### src/rtl/adc_pp_pkg.sv
package adc_pp_pkg;
    localparam int SMP_W  = 14;
    localparam int ACC_W  = 20;
    localparam int CNT_W  = 7;
    localparam int NFLAG  = 2;
    localparam int FLG_EOC = 0;
    localparam int FLG_WIN = 1;

    typedef enum logic [1:0] {
        WIN_INSIDE  = 2'd0,
        WIN_OUTSIDE = 2'd1,
        WIN_NONE    = 2'd2
    } win_mode_e;

    // Group length from the repeat code; long codes depend on the extension bit.
    function automatic logic [CNT_W-1:0] group_len(input logic [2:0] code, input logic ext);
        case (code)
            3'd0:    group_len = CNT_W'(1);
            3'd1:    group_len = CNT_W'(4);
            3'd2:    group_len = CNT_W'(8);
            3'd3:    group_len = CNT_W'(16);
            3'd4:    group_len = CNT_W'(32);
            default: group_len = ext ? CNT_W'(64) : CNT_W'(32);
        endcase
    endfunction
endpackage

### src/rtl/adc_pp_accum.sv
module adc_pp_accum
    import adc_pp_pkg::*;
#(
    parameter int SW = SMP_W,
    parameter int AW = ACC_W,
    parameter int CW = CNT_W
) (
    input  logic          clk,
    input  logic          rst,
    input  logic          smp_valid,
    input  logic [SW-1:0] smp_data,
    input  logic [2:0]    cfg_rpt,
    input  logic          cfg_ext,
    input  logic [2:0]    cfg_shift,
    output logic [AW-1:0] res_q,
    output logic          res_vld_q
);
    logic [AW-1:0] acc_q;
    logic [CW-1:0] cnt_q;
    logic [AW-1:0] sum;
    logic [CW-1:0] target;
    logic          last;

    always_comb begin
        sum    = acc_q + AW'(smp_data);
        target = group_len(cfg_rpt, cfg_ext);
        last   = (cnt_q + CW'(1)) >= target;
    end

    always_ff @(posedge clk) begin
        if (rst) begin
            acc_q     <= '0;
            cnt_q     <= '0;
            res_q     <= '0;
            res_vld_q <= 1'b0;
        end else begin
            res_vld_q <= 1'b0;
            if (smp_valid) begin
                if (last) begin
                    res_q     <= sum >> cfg_shift;
                    acc_q     <= '0;
                    cnt_q     <= '0;
                    res_vld_q <= 1'b1;
                end else begin
                    acc_q <= sum;
                    cnt_q <= cnt_q + CW'(1);
                end
            end
        end
    end
endmodule

### src/rtl/adc_pp_window.sv
module adc_pp_window
    import adc_pp_pkg::*;
#(
    parameter int AW = ACC_W
) (
    input  logic [AW-1:0] res,
    input  logic          res_vld,
    input  logic [AW-1:0] thr_gt,
    input  logic [AW-1:0] thr_lt,
    output logic          hit
);
    win_mode_e mode;
    logic      above;
    logic      below;

    always_comb begin
        if (thr_gt < thr_lt)      mode = WIN_INSIDE;
        else if (thr_gt > thr_lt) mode = WIN_OUTSIDE;
        else                      mode = WIN_NONE;
        above = res > thr_gt;
        below = res < thr_lt;
        case (mode)
            WIN_INSIDE:  hit = res_vld && above && below;
            WIN_OUTSIDE: hit = res_vld && (above || below);
            default:     hit = 1'b0;
        endcase
    end
endmodule

### src/rtl/adc_pp_flags.sv
module adc_pp_flags
    import adc_pp_pkg::*;
#(
    parameter int NF = NFLAG
) (
    input  logic          clk,
    input  logic          rst,
    input  logic [NF-1:0] set,
    input  logic [NF-1:0] clr,
    input  logic [NF-1:0] en,
    output logic [NF-1:0] flag_q,
    output logic [NF-1:0] irq
);
    for (genvar i = 0; i < NF; i++) begin : g_flag
        always_ff @(posedge clk) begin
            if (rst)         flag_q[i] <= 1'b0;
            else if (set[i]) flag_q[i] <= 1'b1;
            else if (clr[i]) flag_q[i] <= 1'b0;
        end
        assign irq[i] = flag_q[i] & en[i];
    end
endmodule

### src/rtl/adc_accum_window.sv
module adc_accum_window
    import adc_pp_pkg::*;
(
    input  logic             clk,
    input  logic             rst,
    input  logic             smp_valid,
    input  logic [SMP_W-1:0] smp_data,
    input  logic [2:0]       cfg_rpt,
    input  logic             cfg_ext,
    input  logic [2:0]       cfg_shift,
    input  logic [ACC_W-1:0] thr_gt,
    input  logic [ACC_W-1:0] thr_lt,
    input  logic             en_eoc,
    input  logic             en_win,
    input  logic             clr_eoc,
    input  logic             clr_win,
    output logic [ACC_W-1:0] result,
    output logic             result_valid,
    output logic             eoc_flag,
    output logic             win_flag,
    output logic             eoc_irq,
    output logic             win_irq
);
    logic             win_hit;
    logic [NFLAG-1:0] f_set, f_clr, f_en, f_q, f_irq;

    adc_pp_accum u_acc (
        .clk(clk), .rst(rst), .smp_valid(smp_valid), .smp_data(smp_data),
        .cfg_rpt(cfg_rpt), .cfg_ext(cfg_ext), .cfg_shift(cfg_shift),
        .res_q(result), .res_vld_q(result_valid)
    );

    adc_pp_window u_win (
        .res(result), .res_vld(result_valid),
        .thr_gt(thr_gt), .thr_lt(thr_lt), .hit(win_hit)
    );

    always_comb begin
        f_set[FLG_EOC] = result_valid;
        f_set[FLG_WIN] = win_hit;
        f_clr[FLG_EOC] = clr_eoc;
        f_clr[FLG_WIN] = clr_win;
        f_en[FLG_EOC]  = en_eoc;
        f_en[FLG_WIN]  = en_win;
    end

    adc_pp_flags u_flg (
        .clk(clk), .rst(rst), .set(f_set), .clr(f_clr), .en(f_en),
        .flag_q(f_q), .irq(f_irq)
    );

    assign eoc_flag = f_q[FLG_EOC];
    assign win_flag = f_q[FLG_WIN];
    assign eoc_irq  = f_irq[FLG_EOC];
    assign win_irq  = f_irq[FLG_WIN];
endmodule

### config.mk
export PLATFORM = sky130hd
export DESIGN_NAME = adc_accum_window
export DESIGN_NICKNAME = d
export VERILOG_FILES = /design/src/rtl/adc_pp_pkg.sv /design/src/rtl/adc_pp_accum.sv /design/src/rtl/adc_pp_window.sv /design/src/rtl/adc_pp_flags.sv /design/src/rtl/adc_accum_window.sv
export SDC_FILE = /design/constraint.sdc
export NUM_CORES = 1
export LEC_CHECK = 0
export BUFFER_PORTS_ARGS = -buffer_cell sky130_fd_sc_hd__buf_2
export CAP_MARGIN = 20
export CORE_UTILIZATION = 39
export CTS_CLUSTER_SIZE = 10
export DETAILED_ROUTE_END_ITERATION = 16
export SLEW_MARGIN = 25
export SYNTH_ARGS = -nofsm -noshare
export SYNTH_HDL_FRONTEND = slang
export SYNTH_SLANG_ARGS = --single-unit
### constraint.sdc
create_clock -name clk -period 6 [get_ports clk]
set_input_delay 0.9 -clock clk [delete_from_list [all_inputs] [get_ports clk]]
set_output_delay 0.9 -clock clk [all_outputs]
set_load 0.005 [all_outputs]
==> results of run 1 <==
layer usage:
layer,wire (microns),vias up
li1,-,2731
met2,7070,177
met5,0,-
met4,276,0
met3,776,34
met1,6930,2555
worst max-delay path by stage:
stage	from	endpoint	slack, ps
detailed placement	smp_data[0]	u_acc.res_q[12]	1840
floorplan	smp_data[0]	u_acc.res_q[12]	2310
global placement	smp_data[0]	u_acc.res_q[12]	1930
finish	smp_data[0]	u_acc.res_q[12]	2100
global route	cfg_rpt[1]	u_acc.res_q[0]	2000
CTS	smp_data[0]	u_acc.res_q[12]	2150
per-stage QoR:
stage | utilization (%) | instances | instance area, sq um
5_1_grt | 45.6 | 942 | 6110
3_3_place_gp | 44.4 | 934 | 5950
3_5_place_dp | 44.4 | 934 | 5950
2_1_floorplan | - | 703 | 5410
4_1_cts | 45.6 | 942 | 6110
6_report | 45.6 | 942 | 6110
state kept, by name, summed over array words and instances (netlist names):
register / count
u_acc.acc_q: 20
u_acc.res_vld_q: 1
u_flg.flag_q: 2
u_acc.cnt_q: 7
u_acc.res_q: 20
critical path, cell delays in order:
cell	delay, ps
buf_2	100
ha_1	210
fa_1	420
a21o_1	210
a221oi_1	550
or2_4	250
a21oi_1	80
a22o_1	300
or3_1	360
mux4_2	470
a211oi_2	240
cell type report:
type,instances,area [sq um]
fill,1407,7290
multi-input combinational,559,4050
sequential,50,1000
timing repair buffer,94,475
tap,176,220
inverter,55,206
clock buffer,5,125
clock inverter,3,40.0
synth_stat cells, types with 7 or more instances:
library cell / number / share of area [%]
or3_1: 7 / 0.81
ha_1: 80 / 18
a211oi_1: 10 / 1.4
o21a_1: 7 / 0.97
clkbuf_1: 28 / 1.9
dfxtp_1: 50 / 18
a21oi_1: 63 / 5.8
nor4_1: 8 / 0.92
nand4_1: 12 / 1.4
a22oi_1: 8 / 1.1
a21o_1: 18 / 2.5
nand2_1: 50 / 3.5
mux4_2: 7 / 2.9
o21ai_0: 38 / 3.5
inv_1: 53 / 3.7
and3_1: 14 / 1.6
nor2_1: 40 / 2.8
xnor2_1: 14 / 2.3
o211ai_1: 9 / 1.2
nand3_1: 35 / 3.2
nor3_1: 21 / 1.9
mux2i_1: 13 / 2.4
kinds of logic (layout without fill, tap and decap cells):
| logic type | Yosys count | in the layout |
|---|---|---|
| fa+ha+maj | 81 | 81 |
| xor+xnor | 20 | 20 |
| compound gates | 209 | 209 |
| simple gates | 226 | 226 |
| flops | 50 | 50 |
| buf+inv | 94 | 157 |
| mux | 23 | 23 |
where the power goes:
group	switching (W)	internal, W	total [W]
Combinational	0.000240	0.000169	0.000409
Clock	0.000127	0.000195	0.000322
Sequential	0.0000183	0.000350	0.000369
==> results.txt, run 1 <==
The flow ran to the end, and the final reports show no timing, DRC or antenna violations. Hold repair after CTS inserted 0 buffers. Post-route minimum period: 3900 ps. The post-cts repair resize count was 0.

STA puts the critical path data required time at 6200 ps. After floorplanning, the core was sized to cover 13400 sq um. For this run, asynchronously set or reset flops after synthesis account for 0%. For the total wirelength of the detailed-routed design, the log shows 15.0 mm. The number of setup buffers added after CTS is 0.

For met1 alone, demand over resource in global routing was 27.5%. The completed layout was analyzed and its total power is 0.00110 W. The worst-path maximum fanout is 5, and the number of global-route vias before repair is 5100.

The run gives 0 as the number of failing setup endpoints in the final timing report. The root buffer cell chosen for the clock tree is clkbuf_16. Setup repair after global routing left no endpoint under its margin. The tools report the kind of end point of the critical path as a flop.

The floorplan step set the die height to 120 microns. In this run the tool buffered the top-level ports with 92 buffer cells. The number of clock sinks is 50. For the final database, setup skew stands at 6.24 ps. Synthesis produced a netlist with a net count of 852. The setup slack after placement is 1840 ps, and the final weighted congestion in routability-driven placement is 0.917.

Global routing used 2.47% of the available met3 tracks. The logic depth of the worst register-to-register path was 10. The area of the mapped netlist was 5410 sq um. Entering global routing, the biggest net connects 46 pins.

For the final hold violation count, the log shows 0. The worst setup path is launched from a primary input. Sequential cells were found to cover 18.5% of the synthesized design area. By area, the combinational part of the netlist is dominated by compound AO/OA/AOI/OAI gates.

The run gives 914 as the number of nets in the finished design. End point of the worst hold path: u_acc.acc_q[6]. The worst hold margin was 467 ps.

The worst hold path passes through 2 cells. The tools report the start of the worst register-to-register path as u_acc.acc_q[0]. Among all flip-flop cells after synthesis, the most frequent one is dfxtp_1. The die is 120 microns wide. Yosys printed 0 warnings.

The die covers 14400 sq um. Multiplexer cells account for 5.94% of the synthesized area. Most common library cell in the layout ignoring fill and taps: buf_2.

For the worst-skew pair, the clock arrives at the later sink with an insertion delay of 290 ps. In the layout the commonest cells are buf_2, ha_1, a21oi_1. For the number of iterations in the first detailed-routing pass, the log shows 5. The synthesized netlist devotes 21.4% of its cell area to simple gates. The number of CTS-inserted buffers is 5, and the first-pass GRT wire length is 24.6 mm.

TritonCTS built the clock tree. The number of flip-flops and latches in the synthesized netlist is 50, and the worst slew margin relative to its limit is 38.7%. After detailed routing, the number of remaining DRC violations is 0. In this run the core area contains 42 standard-cell rows. The tool flagged a number of max-cap violations equal to 0.

Counting along the longest clock path gives a buffer depth of 2. After Yosys synthesis, XOR and XNOR cells account for 3.24% of the synthesized area. Dividing the synthesized area by the synthesized cell count gives 7.70 sq um. The count of nets left with antenna violations once routing finished came out at 0. Vias after detailed routing: 5497. The final clock period utilization by the worst path was 65.0%.

The critical setup path kind is primary input to flop. After global routing the overflow that remains totals 0. The run gives 0 ps as the final setup TNS. The overall fraction of global-route tracks in use was 20.9%; the layout cell share with drive strength beyond 1 was 17.1%.

The tools report the I/O pin count as 93. Dividing total power by cell area gives a power density of 180 nW/um^2. In this run the most critical hold path is launched from u_acc.acc_q[6]. The class of the tightest hold or removal check is flop to flop.

For the met2 routing resource usage after global routing, the log shows 35.8%. Relative to the synthesized area, the layout overhead comes to 13.0%. The final-report max-slew violation count was 0; the clock slew at the register clock pins of the worst setup and hold paths was 70 ps. Static timing analysis puts the maximum clock frequency at 0.256 GHz. Synthesis produced 703 cells. The H-tree was split into 2 levels.

In the routed layout, each cell is associated on average with a via count of 5.84. After the first detailed-routing iteration, the DRC count stood at 249. The logs give 0 for the initial antenna violation count and 0 for the number of antenna repair diodes. The tools report the worst voltage drop across the vdd grid as 191 uV. The critical register-to-register path endpoint is u_acc.res_q[12].

The final critical-path setup slack came out at 2100 ps. The pin slew with the least headroom to its limit came out at 919 ps. In this run, synthesis inferred 0 flip-flops with an integrated enable. The starting utilization of the core area came out at 40.4%.

The number of distinct library cells after synthesis was 69. The global routing stage identified its most utilized layer as met2. In this run the register-to-register setup slack is 2510 ps. The detailed placement HPWL was 11.7 mm; the routed wirelength normalized by instance count was 16.0 microns.

Post-synthesis compound-gate area fraction: 25.3%. After Yosys synthesis, full adders, half adders and majority gates account for 18.9% of the synthesized area. At the worst endpoint, the arrival time is 4100 ps. Summed over all cells, the static leakage comes to 2.92 nW.
Power figures use the tool's default switching activity.
==> run 2: changes to the inputs <==
- clock period: 6 -> 3.85 ns (I/O delays scaled with it)
==> run 2 against run 1 <==
Cell area grew 2.4%. Clock skew is essentially flat. Critical path depth shrank 1. Clock-buffer cell count grew 1. Highest routed layer unchanged. Largest cell class unchanged. Non-clock buffer count grew 18. Routed wire length grew 3.4%. Global-route usage grew 1.2 points.
==> results.txt, run 2 (synthesized netlist as in run 1, its figures left out) <==
The largest registers in the layout are u_acc.acc_q x20, u_acc.res_q x20, u_acc.cnt_q x7. The endpoint required time on the critical path was 4070 ps (-2130 ps); the height of the chip was 120 microns (unchanged). The remaining global-route overflow was 0 (unchanged). The critical path's largest stage delay is 500 ps (-50 ps), and the final clock period utilization by the worst path is 87.7%. The total power draw was 0.00178 W (+62%).

The vias after detailed routing was 5533 (+0.65%). Leakage power: 3.01 nW (+3.0%). The worst path in the final design needs a cycle of 3380 ps, including I/O delays and setup. The flow ran to the end, and the final reports show no timing, DRC or antenna violations. The tools report the worst slew margin relative to its limit as 46.7% (+8.0 points). The number of CTS-inserted buffers came out at 5 (unchanged). The final weighted congestion in routability-driven placement was 0.928 (+1.2%). TritonCTS built the clock tree. Compared with the post-synthesis result, the final layout area differs by 15.7%. The detailed placement HPWL was 12.3 mm (+4.6%); the number of filler cells placed in the layout was 1410 (+0.21%). Routed wirelength normalized by instance count: 16.2 microns (+1.4%). For the number of hold-repair buffers added at the cts stage, the log shows 0 (unchanged). Layout cell share with drive strength beyond 1: 19.0% (+1.9 points). The logs give 2 (unchanged) for the maximum root-to-sink buffer count and 42 (unchanged) for the site row count. The number of global-route vias before repair was 5340 (+4.7%). The clock slew at the register clock pins of the worst setup and hold paths was 70 ps (about the same); the port buffer count was 92 (unchanged).

The antenna violation net count after detailed routing came out at 0 (unchanged). The family with the most delay on the worst path was compound AO/OA/AOI/OAI gates. In this design, the critical path's most frequently occurring cell is a21oi_1. Final setup TNS: 0 ps (unchanged). The worst-path maximum fanout is 7 (+2). The initial antenna violation count was 0 (unchanged). The tools report the post-cts repair resize count as 0 (unchanged). The first-pass GRT wire length is 25.9 mm (+5.5%), and the via count normalized by instance count is 5.76 (-1.2%).

For the number of failing setup endpoints in the final timing report, the log shows 0 (unchanged). In the layout the commonest cells are buf_2, ha_1, a21oi_1. Final hold violation count: 0 (unchanged). The overall die area was 14400 sq um (unchanged); the largest net degree at the start of global routing was 45 (-2.2%). For the DRC violation count after routing, the log shows 0 (unchanged). For the max-capacitance violation count, the log shows 0 (unchanged). The starting utilization of the core area came out at 40.4% (unchanged). Setup repair after global routing left no endpoint under its margin. For this design, the slowest cell found on the critical path is a311oi_1.

The final-report max-slew violation count is 0 (unchanged). The number of buffers and inverters on the critical path came out at 1 (unchanged). The clock network fraction of design power was 30.2% (+0.9 points).

The critical path is of the primary input to flop type. The logs give 932 (+2.0%) for the number of nets in the finished design and 0 (unchanged) for the number of buffers added for setup after CTS. The run gives 1000 sq um (unchanged) as the register cell area after layout.

The chip width was 120 microns (unchanged); the I/O pin count was 93 (unchanged). The share of total power in sequential cells was 32.2% (-1.3 points); the internal portion of total power was 0.00116 W (+62%). The share of power burned in combinational logic is 37.6% (+0.4 points).

The worst voltage drop across the vdd grid was 204 uV (+7.1%). The critical path goes through buf_2 > ha_1 > a21oi_1 > o21ai_0 > a311oi_1 > a21oi_1 > a22o_1 > or3_1 > mux4_2 > a211oi_2. The most common library cell in the layout ignoring fill and taps was buf_2. The total wirelength of the detailed-routed design is 15.6 mm (+3.4%), and the maximum clock frequency is 0.296 GHz. The overall fraction of global-route tracks in use was 22.0% (+1.2 points).

Number of iterations in the first detailed-routing pass: 5 (unchanged). For the data arrival time at the worst-slack endpoint, the log shows 3600 ps (-500 ps). STA classifies the critical path startpoint as a primary input. The pin slew with the least headroom to its limit was 796 ps (-123 ps); the total power per unit cell area was 284 nW/um^2 (+58%). STA classifies the critical path endpoint as a flop.

The number of antenna repair diodes was 0 (unchanged). The tools report the DRC marker count from the first detailed-route iteration as 355 (+43%). Clock latency at the later pin of the worst-skew pair: 300 ps (about the same). The largest clock skew in the final design was 6.04 ps (-0.198 ps). Clock root buffer: clkbuf_16. Core footprint: 13400 sq um (unchanged).

The number of clock sinks is 50 (unchanged). The class of the tightest hold or removal check is flop to flop. The share of total power consumed by net switching was 34.9% (-0.093 points). The switching power came out at 0.000622 W (+61%). The number of H-tree levels is 2 (unchanged), and the total area of multi-input combinational cells is 4050 sq um (unchanged).
## run 2: area by class of cell
cell class | count | share of cell area (%)
tap | 176 | 3.52
timing repair buffer | 112 | 9.75
clock inverter | 2 | 0.619
clock buffer | 6 | 2.22
multi-input combinational | 559 | 64.6
inverter | 55 | 3.30
sequential | 50 | 16.0
## run 2: per-stage QoR
stage	setup slack (ps)	std cells	util, %	hold WS (ps)	area (sq um)
final	473	960	46.7	468	6260
after global routing	234	960	46.7	483	6260
after CTS	472	960	46.7	470	6260
after detailed placement	185	952	45.4	460	6080
after global placement	231	952	45.4	452	6080
after floorplan	481	703	-	445	5410
## run 2: final timing paths
check	startpoint	endpoint	slack (ps)	cells after the start
max	smp_data[9]	u_acc.res_q[12]	470	10
min	u_acc.acc_q[0]	u_acc.acc_q[0]	470	2
max reg2reg	u_acc.acc_q[8]	u_acc.res_q[12]	530	9
min reg2reg	u_acc.acc_q[0]	u_acc.acc_q[0]	470	2
## run 2: layer usage
layer	routed length (microns)	up-vias	part of all wire [%]	GRT usage, %
li1	-	2773	-	-
met1	7400	2586	48	29.1
met2	7200	154	46	37.6
met3	688	20	4.4	2.61
met4	267	0	1.7	5.94
met5	0	-	0	0
## run 2: power groups by stage
stage / Clock (W) / Combinational [W] / Sequential (W)
global route: 0.000564 / 0.000746 / 0.000578
CTS: 0.000547 / 0.000666 / 0.000574
global placement: 0 / 0.000651 / 0.000585
finish: 0.000537 / 0.000669 / 0.000574
detailed placement: 0 / 0.000662 / 0.000586
floorplan: 0 / 0.000450 / 0.000578
## run 2: worst min-delay path, delay by kind of cell (launching register included)
| family | cells | cell delay [ps] |
|---|---|---|
| DFF | 1 | 310 |
| and+or+nand+nor | 1 | 60 |
| AOI/OAI and AO/OA | 1 | 50 |
